**config.mk**
```make
export PLATFORM = sky130hd
export DESIGN_NAME = pwc_err_link
export DESIGN_NICKNAME = d
export VERILOG_FILES = /design/src/rtl/pwc_pkg.sv /design/src/rtl/pwc_tx_ctrl.sv /design/src/rtl/pwc_tx_dp.sv /design/src/rtl/pwc_rx.sv /design/src/rtl/pwc_err_link.sv
export SDC_FILE = /design/constraint.sdc
export NUM_CORES = 1
export LEC_CHECK = 0
export CAP_MARGIN = 25
export CORE_ASPECT_RATIO = 0.9
export CORE_UTILIZATION = 30
export CTS_CLUSTER_SIZE = 10
export DETAILED_ROUTE_END_ITERATION = 8
export PLACE_DENSITY = 0.55
export SETUP_SLACK_MARGIN = 0.1
export SLEW_MARGIN = 20
export SYNTH_ARGS = -nofsm -noshare
export SYNTH_HDL_FRONTEND = slang
export SYNTH_HIERARCHICAL = 1
export SYNTH_SLANG_ARGS = --single-unit
```
**constraint.sdc**
```tcl
create_clock -name clk -period 2 [get_ports clk]
set_input_delay 0.4 -clock clk [delete_from_list [all_inputs] [get_ports clk]]
set_output_delay 0.4 -clock clk [all_outputs]
set_load 0.01 [all_outputs]
```
**src/rtl/pwc_pkg.sv**
```systemverilog
package pwc_pkg;
  typedef struct packed {
    logic loadPulse;
    logic wideCode;
    logic loadGap;
  } txStrobe_t;

  typedef enum logic [1:0] {
    TX_IDLE = 2'd0,
    TX_BUSY = 2'd1,
    TX_GAP  = 2'd2
  } txState_t;
endpackage

```
**src/rtl/pwc_tx_ctrl.sv**
```systemverilog
module pwc_tx_ctrl
  import pwc_pkg::*;
(
  input  logic      clk,
  input  logic      rst,
  input  logic      rdCycle,
  input  logic      sbeStrobe,
  input  logic      mbeStrobe,
  input  logic      cntZero,
  output txStrobe_t strobe
);
  txState_t state, stateNext;
  logic pendUe, pendSbe;
  logic newUe, newSbe, reqUe, reqSbe, canStart, startNow;

  always_comb begin
    newUe    = rdCycle & mbeStrobe;
    newSbe   = rdCycle & sbeStrobe & ~mbeStrobe;
    reqUe    = pendUe | newUe;
    reqSbe   = pendSbe | newSbe;
    canStart = (state == TX_IDLE) || ((state == TX_GAP) && cntZero);
    startNow = canStart && (reqUe || reqSbe);

    strobe.loadPulse = startNow;
    strobe.wideCode  = reqUe;
    strobe.loadGap   = (state == TX_BUSY) && cntZero;

    stateNext = state;
    case (state)
      TX_IDLE: if (startNow) stateNext = TX_BUSY;
      TX_BUSY: if (cntZero) stateNext = TX_GAP;
      TX_GAP:  if (cntZero) stateNext = startNow ? TX_BUSY : TX_IDLE;
      default: stateNext = TX_IDLE;
    endcase
  end

  always_ff @(posedge clk) begin
    if (rst) begin
      state   <= TX_IDLE;
      pendUe  <= 1'b0;
      pendSbe <= 1'b0;
    end else begin
      state   <= stateNext;
      pendUe  <= (startNow && reqUe) ? 1'b0 : reqUe;
      pendSbe <= (startNow && !reqUe) ? 1'b0 : reqSbe;
    end
  end

  // nothing starts from unqualified strobes
  assert_ignore_unqualified_R2: assert property (@(posedge clk) disable iff (rst)
    (!rdCycle && state == TX_IDLE && !pendUe && !pendSbe) |-> !strobe.loadPulse);

  // simultaneous classes send the wide code
  assert_wide_wins_R5: assert property (@(posedge clk) disable iff (rst)
    (rdCycle && mbeStrobe && strobe.loadPulse) |-> strobe.wideCode);

  // an uncorrectable error during a pulse is retained
  assert_pending_kept_R6: assert property (@(posedge clk) disable iff (rst)
    (state == TX_BUSY && rdCycle && mbeStrobe) |=> pendUe);
endmodule

```
**src/rtl/pwc_tx_dp.sv**
```systemverilog
module pwc_tx_dp
  import pwc_pkg::*;
#(
  parameter int SBE_WIDTH = 5,
  parameter int UE_WIDTH  = 6,
  parameter int GAP_CLKS  = 1
) (
  input  logic      clk,
  input  logic      rst,
  input  txStrobe_t strobe,
  output logic      errLineN,
  output logic      cntZero
);
  localparam int LONGEST = (UE_WIDTH > SBE_WIDTH) ? UE_WIDTH : SBE_WIDTH;
  localparam int SPAN    = (LONGEST > GAP_CLKS) ? LONGEST : GAP_CLKS;
  localparam int CW      = $clog2(SPAN + 1);

  logic [CW-1:0] cnt;
  logic          lineActive;

  always_ff @(posedge clk) begin
    if (rst) begin
      cnt        <= '0;
      lineActive <= 1'b0;
    end else if (strobe.loadPulse) begin
      lineActive <= 1'b1;
      cnt        <= strobe.wideCode ? CW'(UE_WIDTH - 1) : CW'(SBE_WIDTH - 1);
    end else if (strobe.loadGap) begin
      lineActive <= 1'b0;
      cnt        <= CW'(GAP_CLKS - 1);
    end else if (cnt != '0) begin
      cnt <= cnt - 1'b1;
    end
  end

  assign cntZero  = (cnt == '0);
  assign errLineN = ~lineActive;

  // checker: length of the current low run on the wire
  logic [CW:0] runLen;
  always_ff @(posedge clk) begin
    if (rst) runLen <= '0;
    else if (lineActive) runLen <= runLen + 1'b1;
    else runLen <= '0;
  end

  // every pulse ends at one of the two legal widths
  assert_legal_width_R4: assert property (@(posedge clk) disable iff (rst)
    ($past(lineActive) && !lineActive) |->
      (runLen == (CW+1)'(SBE_WIDTH) || runLen == (CW+1)'(UE_WIDTH)));

  // no pulse outlasts the wide code
  assert_no_overlong_R4: assert property (@(posedge clk) disable iff (rst)
    lineActive |-> (runLen < (CW+1)'(UE_WIDTH)));
endmodule

```
**src/rtl/pwc_rx.sv**
```systemverilog
module pwc_rx #(
  parameter int SBE_WIDTH = 5,
  parameter int UE_WIDTH  = 6
) (
  input  logic clk,
  input  logic rst,
  input  logic lineInN,
  output logic sbeFlag,
  output logic ueFlag,
  output logic protoFlag
);
  localparam int            RW  = $clog2(UE_WIDTH + 2);
  localparam logic [RW-1:0] SAT = '1;

  logic          wasLow;
  logic [RW-1:0] lowCnt;
  logic          lineLow, pulseEnd;

  assign lineLow  = ~lineInN;
  assign pulseEnd = wasLow && !lineLow;

  always_ff @(posedge clk) begin
    if (rst) begin
      wasLow    <= 1'b0;
      lowCnt    <= '0;
      sbeFlag   <= 1'b0;
      ueFlag    <= 1'b0;
      protoFlag <= 1'b0;
    end else begin
      wasLow <= lineLow;
      if (lineLow) begin
        if (!wasLow) lowCnt <= RW'(1);
        else if (lowCnt != SAT) lowCnt <= lowCnt + 1'b1;
      end
      sbeFlag   <= pulseEnd && (lowCnt == RW'(SBE_WIDTH));
      ueFlag    <= pulseEnd && (lowCnt == RW'(UE_WIDTH));
      protoFlag <= pulseEnd && (lowCnt != RW'(SBE_WIDTH)) && (lowCnt != RW'(UE_WIDTH));
    end
  end

  // classified flags are exclusive
  assert_flags_exclusive_R10: assert property (@(posedge clk) disable iff (rst)
    $onehot0({sbeFlag, ueFlag, protoFlag}));

  // each flag lasts one clock
  assert_sbe_single_R10: assert property (@(posedge clk) disable iff (rst)
    sbeFlag |=> !sbeFlag);
  assert_ue_single_R10: assert property (@(posedge clk) disable iff (rst)
    ueFlag |=> !ueFlag);
  assert_proto_single_R9: assert property (@(posedge clk) disable iff (rst)
    protoFlag |=> !protoFlag);

  // a flag only follows a low-to-high return of the wire
  assert_flag_after_end_R7: assert property (@(posedge clk) disable iff (rst)
    (sbeFlag || ueFlag || protoFlag) |-> ($past(lineInN) && !$past(wasLow) == 1'b0));
endmodule

```
**src/rtl/pwc_err_link.sv**
```systemverilog
module pwc_err_link #(
  parameter int SBE_WIDTH = 5,
  parameter int UE_WIDTH  = 6,
  parameter int GAP_CLKS  = 1
) (
  input  logic clk,
  input  logic rst,
  input  logic rdCycle,
  input  logic sbeStrobe,
  input  logic mbeStrobe,
  output logic errLineN,
  input  logic lineInN,
  output logic sbeFlag,
  output logic ueFlag,
  output logic protoFlag
);
  pwc_pkg::txStrobe_t txStrobe;
  logic               cntZero;

  pwc_tx_ctrl u_ctrl (
    .clk       (clk),
    .rst       (rst),
    .rdCycle   (rdCycle),
    .sbeStrobe (sbeStrobe),
    .mbeStrobe (mbeStrobe),
    .cntZero   (cntZero),
    .strobe    (txStrobe)
  );

  pwc_tx_dp #(
    .SBE_WIDTH (SBE_WIDTH),
    .UE_WIDTH  (UE_WIDTH),
    .GAP_CLKS  (GAP_CLKS)
  ) u_dp (
    .clk      (clk),
    .rst      (rst),
    .strobe   (txStrobe),
    .errLineN (errLineN),
    .cntZero  (cntZero)
  );

  pwc_rx #(
    .SBE_WIDTH (SBE_WIDTH),
    .UE_WIDTH  (UE_WIDTH)
  ) u_rx (
    .clk       (clk),
    .rst       (rst),
    .lineInN   (lineInN),
    .sbeFlag   (sbeFlag),
    .ueFlag    (ueFlag),
    .protoFlag (protoFlag)
  );
endmodule

```
# [Word-level counts from Yosys, hierarchy flattened]
# Index checks and enable logic that the tools add are counted.
# Widths: inputs -> output; s select.
[totals] register_bits=15 output_inout_bits=4 wordCells=66
[classes] add_sub_neg=2 n_eq_ne=11 muxes=13 bitwise=8 n_reduce_logical=22
[op_table] op="$mux 3" n=5
[op_table] op="$logic_and 1x1->1" n=10
[op_table] op="$ne 3x3->1 const B" n=3
[op_table] op="$eq 3x3->1 const B" n=2
[op_table] op="$mux 2" n=3
[op_table] op="$ne 2x1->1 const B" n=3
[op_table] op="$pmux 2 s3" n=1
[op_table] op="$reduce_bool 3->1" n=2
[op_table] op="$mux 1" n=4
[op_table] op="$reduce_or 2->1" n=2
[op_table] op="$add 3x1->3 const B" n=1
[op_table] op="$and 1x1->1" n=3
[op_table] op="$logic_not 3->1" n=1
[op_table] op="$not 1->1" n=3
[op_table] op="$reduce_and 3->1" n=1
[op_table] op="$sub 3x1->3 const B" n=1
[op_table] op="$eq 2x1->1 const B" n=1
[op_table] op="$eq 2x2->1 const B" n=1
[op_table] op="$logic_not 2->1" n=1
[op_table] op="$logic_or 1x1->1" n=2
[op_table] op="$ne 2x2->1 const B" n=1
[op_table] op="$or 1x1->1" n=2
[op_table] op="$reduce_and 2->1" n=1
[op_table] op="$reduce_bool 2->1" n=1
[op_table] op="$logic_not 1->1" n=1

# [Logic depth before layout (Yosys ltp)]
# Gate-level depths: netlist of the first run.
[logic_depth] depth_word=8 mapped_depth=8

# [Modules after synthesis]
# Netlist of the first run, hierarchy kept.
[by_module_without_submodules] module="pwc_rx" n_inst=1 cells_per_inst=29 area_per_inst_um2=304.0 seq_area_each_um2=140.1
[by_module_without_submodules] module="pwc_tx_dp" n_inst=1 cells_per_inst=24 area_per_inst_um2=221.5 seq_area_each_um2=80.1
[by_module_without_submodules] module="pwc_tx_ctrl" n_inst=1 cells_per_inst=24 area_per_inst_um2=200.2 seq_area_each_um2=80.1

# [Worst setup path after synthesis of the first run]
# No wires, ideal clock.
[synth_timing] kind="flip-flop to flip-flop" startpoint="reg u_dp.cnt[0]" endpoint="reg u_dp.cnt[1]" arrival_time_ns=1.520 required_ns=1.921 path_slack_ns=0.400 stages_incl_launch_ff=9 n_path_buf=1 synth_period_minus_slack_ns=1.600 path_cell_list="dfxtp_1 > inv_1 > ha_1 > nor2b_4 > nor2b_4 > nor3_1 > buf_4 > or3_4 > a211oi_2"
[synth_between] elab_chain_cells=5
[synth_lines] item="start: declaration" line_no="pwc_tx_dp.sv:18" rtl="logic [CW-1:0] cnt;"
[synth_lines] item="start signal: assignment" line_no="pwc_tx_dp.sv:27" rtl="cnt <= strobe.wideCode ? CW'(UE_WIDTH - 1) : CW'(SBE_WIDTH - 1);"
[synth_lines] item="start signal: assignment" line_no="pwc_tx_dp.sv:30" rtl="cnt <= CW'(GAP_CLKS - 1);"
[synth_lines] item="start signal: assignment" line_no="pwc_tx_dp.sv:32" rtl="cnt <= cnt - 1'b1;"
[synth_lines] item="$logic_not 3->1 *" line_no="pwc_tx_dp.sv:36" rtl="assign cntZero = (cnt == '0);"
[synth_lines] item="named net cntZero" line_no="pwc_err_link.sv:18" rtl="logic cntZero;"
[synth_lines] item="$logic_and 1x1->1 *" line_no="pwc_tx_ctrl.sv:21" rtl="canStart = (state == TX_IDLE) || ((state == TX_GAP) && cntZero);"
[synth_lines] item="$logic_or 1x1->1 *" line_no="pwc_tx_ctrl.sv:21"
[synth_lines] item="$logic_and 1x1->1 *" line_no="pwc_tx_ctrl.sv:22" rtl="startNow = canStart && (reqUe || reqSbe);"
[synth_lines] item="named net u_ctrl.startNow" line_no="pwc_tx_ctrl.sv:14" rtl="logic newUe, newSbe, reqUe, reqSbe, canStart, startNow;"
[synth_lines] item="$reduce_bool 3->1 (no line) / $mux 3 (equally long branches)"
# Mark *: on every way through the listed nets, which the timed path passes. The rest lies on a longest branch. The select of a mux whose other input is x is not followed.
# A chain may end at the register's enable or synchronous reset.

==> results_dict.tcl, run 1 <==
set metrics [dict create \
    status "complete, no violations" \
    synth_area_leaders "dfxtp_1, ha_1, inv_1" \
    synthCells 77 \
    diodes 0 \
    r2r_setup_slack_ns 0.43 \
    maxCapViolations 0 \
    antenna_left 0 \
    cp_max_fo 3 \
    cp-start-kind "input pin" \
    numPortBuffers 9 \
    crit_path_start "mbeStrobe" \
    rows 16 \
    synth.distinct_cells 30 \
    hold_buffers 0 \
    cts.clk_slew.worst_paths_ns 0.08 \
    seqPwrFrac_pct 42.2 \
    fin_crit_sh_pct 83.1 \
    core_sq_mm 0.00222 \
    grt_max_degree 15 \
    drt-total-wl_um 1170 \
    worst_pin_slew_ns 0.425 \
    dieArea_sq_mm 0.00262 \
    end_kind "flip-flop" \
    p_clk_share_pct 18.9 \
    grt_use_total_pct 10.9 \
    finalMaxSlewViolations 0 \
    leakagePower_nw 0.368 \
    dpl.hpwl_um 872 \
    min_to "u_dp/lineActive$_SDFFE_PP0P_" \
    gp_congestion 0.704 \
    critPathRequiredTime_ns 2.21 \
    drt_iter0_drc 6 \
    worstHoldStart "u_dp/lineActive$_SDFFE_PP0P_" \
    synth_area_leader_cell "dfxtp_1" \
    fp.dieH_um 48.7 \
    cts_tree "done" \
    cts_num_sinks 15 \
    tns_ns 0 \
    max_freq_ghz 0.602 \
    ctsResizeCount 0 \
    reg2reg_to "u_dp/cnt[1]$_SDFFE_PP0P_" \
    synth-edff-count 0 \
    drive_gt1_share_pct 13.3 \
    grt_overflow 0 \
    arrival_ns 1.87 \
    viasPerCell 4.52 \
    timing.final.crit_period_ns 1.66 \
    ys_ff_latch 15 \
    whs_ns 0.493 \
    clk-insertion-delay-late_ns 0.28 \
    synthFlopType "dfxtp_1" \
    hold_path_depth 2 \
    antenna_found_initial 0 \
    num-nets-final 103 \
    power.density_mw_per_mm2 1030 \
    drt_pass1_iterations 3 \
    drt_drc_violations_left 0 \
    r2r_cells 7 \
    syn_area_sq_um 726 \
    htree_levels 1 \
    holdCritPathClass "reg2reg" \
    switching_share_pct 32.6 \
    yosys_warnings 6 \
    grt_pass1_wl_um 2060 \
    slew_headroom_pct 71.6 \
    async_reset_ff_share_pct 0 \
    area_growth_pct 20.7 \
    root_buffer "clkbuf_4" \
    skew_ns 0.00372 \
    max-vdd-ir-drop_uv 441 \
    die_x_um 53.8 \
    switching_power_mw 0.294 \
    worstSetupPathType "in2reg" \
    dr_total_vias 529 \
    finalSetupViolCount 0 \
    ios 10 \
    fillers 238 \
    finalHoldViolCount 0 \
    cts_buffers 3 \
    ys_seq_area_share_pct 41.4 \
    finalPower_mw 0.900 \
    grt_pass1_vias 494 \
    avgRoutedWirePerCell_um 10.0 \
    start_util_pct 32.7 \
    r2r-start "u_dp/cnt[0]$_SDFFE_PP0P_" \
    synth_top_area_share_pct 41.4 \
    avgSynthCellArea_sq_um 9.42 \
    postCtsSetupBuffers 0 \
    synth_nets 89 \
    clk_path_buf_depth 2 \
    combPwrFrac_pct 38.9 \
    rsz0062_at_grt "no" \
    intPower_mw 0.606 \
]
cells by family (layout without fill, tap and decap cells):
| logic type | after synthesis | after routing | share of synthesized area, % |
|---|---|---|---|
| simple gates | 27 | 27 | 24.8 |
| compound gates | 16 | 16 | 15.0 |
| flops | 15 | 15 | 41.4 |
| buf+inv | 12 | 25 | 7.24 |
| fa+ha+maj | 6 | 6 | 10.3 |
| xor+xnor | 1 | 1 | 1.21 |
through the flow:
stage | instance area [sq um] | instances | setup WS (ns) | utilization [%]
final | 876 | 117 | 0.338 | 39.4
after global routing | 876 | 117 | 0.270 | 39.4
after CTS | 876 | 117 | 0.350 | 39.4
after detailed placement | 850 | 113 | 0.0705 | 38.2
after global placement | 850 | 113 | 0.0824 | 38.2
after floorplan | 726 | 77 | 0.400 | -
state kept, by name (all words and copies together), names as in the netlist:
signal / count
u_dp/cnt: 3
u_rx/lowCnt: 3
u_ctrl/state: 2
u_ctrl/pendSbe: 1
u_ctrl/pendUe: 1
u_dp/lineActive: 1
u_rx/protoFlag: 1
u_rx/sbeFlag: 1
u_rx/ueFlag: 1
u_rx/wasLow: 1
area by class of cell:
| type | instances | area (sq um) | share of cell area (%) |
|---|---|---|---|
| Sequential cell | 15 | 300 | 34.3 |
| Multi-Input combinational cell | 50 | 373 | 42.6 |
| Tap cell | 27 | 33.8 | 3.86 |
| Inverter | 10 | 37.5 | 4.29 |
| Timing Repair Buffer | 11 | 105 | 12.0 |
| Clock buffer | 4 | 26.3 | 3.00 |
power by group through the flow:
stage / Clock, mW / Sequential (mW) / Combinational (mW)
after floorplan: 0 / 0.381 / 0.288
after global placement: 0 / 0.386 / 0.349
after detailed placement: 0 / 0.387 / 0.352
after CTS: 0.183 / 0.380 / 0.356
after global routing: 0.190 / 0.388 / 0.404
final: 0.170 / 0.380 / 0.350
per-layer routing:
layer	global-route usage (%)	up-vias	wire length [um]
li1	-	285	-
met1	13.6	230	601
met2	16.3	12	502
met3	4.72	2	53
met4	3.95	0	13
met5	0	-	0
worst max-delay path, cell delays in order:
cell and delay [ns]:
clkdlybuf4s50_1 0.45, o21a_1 0.21, nor3_1 0.19, nor3_1 0.10
or3_4 0.40, a211oi_2 0.13
how the worst max path moves through the flow:
stage / cells past startpoint / end / slack (ns)
2_1_floorplan: 8 / u_dp/cnt[1]$_SDFFE_PP0P_ / 0.40
3_3_place_gp: 6 / u_dp/cnt[1]$_SDFFE_PP0P_ / 0.08
3_5_place_dp: 6 / u_dp/cnt[1]$_SDFFE_PP0P_ / 0.07
4_1_cts: 6 / u_dp/cnt[1]$_SDFFE_PP0P_ / 0.35
5_1_grt: 6 / u_dp/cnt[1]$_SDFFE_PP0P_ / 0.27
6_report: 6 / u_dp/cnt[1]$_SDFFE_PP0P_ / 0.34
layout by cell type, fill, tap and decap left out, types with 2 or more instances in the layout:
| master | count |
|---|---|
| o21ai_1 | 2 |
| nor2b_4 | 2 |
| clkdlybuf4s50_1 | 9 |
| nor3_1 | 4 |
| clkbuf_4 | 3 |
| o32ai_1 | 2 |
| and3_1 | 2 |
| inv_1 | 10 |
| a21oi_1 | 4 |
| nor2b_1 | 3 |
| dfxtp_1 | 15 |
| ha_1 | 6 |
| nor2_1 | 6 |
| buf_4 | 2 |
| o21ai_0 | 2 |
synthesized netlist by cell type (2+ instances only):
cell / number
dfxtp_1: 15
inv_1: 10
ha_1: 6
nor2_1: 6
a21oi_1: 4
nor3_1: 4
nor2b_1: 3
and3_1: 2
buf_4: 2
nor2b_4: 2
o21ai_0: 2
o21ai_1: 2
o32ai_1: 2
Power figures use the tool's default switching activity.
==> run 2, diff against run 1 <==
clock period = 1.6 ns   (was 2 ns; I/O delays follow)
==> run 2 against run 1 <==
Core utilization increased by 4.5 points. Register-to-register slack got worse by 0.27 ns. Die area unchanged. Sequential share of layout area decreased by 3.3 points. Clock-buffer cell count decreased by 1. Power increased by 39%. Cell count increased by 7.7%. Routed wire length increased by 9.1%. Combinational power increased by 57%. Critical path depth decreased by 5. Clock power increased by 28%. Design area increased by 11%. Largest cell class unchanged.
==> results_dict.tcl, run 2 (same netlist as run 1, synthesis figures left out) <==
set metrics [dict create \
    status "complete, no violations" \
    holdCritPathClass "in2reg" \
    finalPower_mw 1.25 \
    final_common_cell "dfxtp_1" \
    slew_headroom_pct 82.3 \
    end_kind "output pin" \
    worst_pin_slew_ns 0.265 \
    dp_cells 119 \
    num-nets-final 112 \
    tns_ns 0 \
    grt_max_degree 10 \
    antenna_found_initial 0 \
    drt_drc_violations_left 0 \
    htree_levels 1 \
    placed_area_sq_um 913 \
    area_growth_pct 34.5 \
    seq_area_sq_um 303 \
    fillers 236 \
    grt_pass1_vias 521 \
    avgRoutedWirePerCell_um 10.1 \
    skew_ns 0.00627 \
    numPortBuffers 9 \
    cpMaxStageDelayCell "clkdlybuf4s50_1" \
    viasPerCell 4.56 \
    power.density_mw_per_mm2 1280 \
    utilization_pct 43.9 \
    grt_overflow 0 \
    instances_no_fill 126 \
    p_clk_share_pct 17.4 \
    fin_area_sq_um 976 \
    whs_ns 0.397 \
    crit_chain "clkdlybuf4s50_1" \
    diodes 0 \
    drt-total-wl_um 1280 \
    layout_common_cells "dfxtp_1, buf_4, inv_1" \
    rows 16 \
    critPathBufInv 1 \
    cts.clk_slew.worst_paths_ns 0.10 \
    fin_crit_sh_pct 90.2 \
    rsz0062_at_grt "no" \
    multi_input_area_sq_um 395 \
    seqPwrFrac_pct 38.7 \
    maxCapViolations 0 \
    die_x_um 53.8 \
    max_stage_delay_ns 0.52 \
    intPower_mw 0.839 \
    grt_use_total_pct 11.7 \
    dpl.hpwl_um 988 \
    timing.final.crit_period_ns 1.44 \
    max-vdd-ir-drop_uv 510 \
    drive_gt1_share_pct 29.3 \
    drt_iter0_drc 8 \
    arrival_ns 1.12 \
    antenna_left 0 \
    combPwrFrac_pct 43.9 \
    max_freq_ghz 0.693 \
    reg.largest.list "u_dp/cnt: 3 flops, u_rx/lowCnt: 3 flops, u_ctrl/state: 2 flops" \
    dieArea_sq_mm 0.00262 \
    leakagePower_nw 0.455 \
    critPathRequiredTime_ns 1.28 \
    finalHoldViolCount 0 \
    clk-insertion-delay-late_ns 0.28 \
    clk_path_buf_depth 2 \
    cts_tree "done" \
    cp_max_fo 1 \
    finalMaxSlewViolations 0 \
    grt_pass1_wl_um 2210 \
    hold_buffers 0 \
    setup_ws_ns 0.157 \
    finalSetupViolCount 0 \
    dr_total_vias 574 \
    worstSetupPathType "reg2out" \
    cp-start-kind "flip-flop" \
    fp.dieH_um 48.7 \
    gp_congestion 0.745 \
    core_sq_mm 0.00222 \
    cts_num_sinks 15 \
    start_util_pct 32.7 \
    switching_power_mw 0.413 \
    place_ws_ns -0.283 \
    switching_share_pct 33.0 \
    drt_pass1_iterations 4 \
    ios 10 \
    crit_family "buffers and inverters" \
    root_buffer "clkbuf_4" \
    cts_buffers 3 \
]
## run 2: power by group through the flow
stage | Combinational [mW] | Sequential [mW] | Clock, mW
2_1_floorplan | 0.388 | 0.485 | 0
5_1_grt | 0.627 | 0.490 | 0.247
6_report | 0.549 | 0.484 | 0.218
3_5_place_dp | 0.491 | 0.489 | 0
3_3_place_gp | 0.485 | 0.488 | 0
4_1_cts | 0.491 | 0.481 | 0.231
## run 2: worst paths after layout
| kind | from | endpoint | slack [ns] | cells after the start |
|---|---|---|---|---|
| min reg2reg | u_dp/cnt[1]$_SDFFE_PP0P_ | u_dp/cnt[1]$_SDFFE_PP0P_ | 0.49 | 2 |
| min | sbeStrobe | u_ctrl/pendSbe$_SDFF_PP0_ | 0.40 | 3 |
| max | u_rx/sbeFlag$_SDFF_PP0_ | sbeFlag | 0.16 | 1 |
| max reg2reg | u_rx/lowCnt[1]$_SDFFE_PP0P_ | u_rx/lowCnt[0]$_SDFFE_PP0P_ | 0.16 | 4 |
## run 2: area by class of cell
type,count,area share (%)
clock inverters,1,0.513
clock buffers,3,2.31
multi-input cells,50,40.5
repair buffers,20,18.3
flip-flops and latches,15,31.0
inverters,10,3.85
well taps,27,3.46
## run 2: worst register-to-register path, stage by stage, from the launching register on
cell	delay [ns]
dfxtp_1	0.34
ha_1	0.18
ha_1	0.19
or3b_4	0.41
a22o_1	0.21
## run 2: metal layers
metal	track usage [%]	routed length, um
met5	0	0
met4	6.58	14
met3	2.83	46
met2	16.7	588
met1	15.7	628
## run 2: timing repair
action	CTS	global route
gates resized for setup	2	4
setup endpoints to repair	3	5
pin swaps	0	4
buffers inserted	0	3
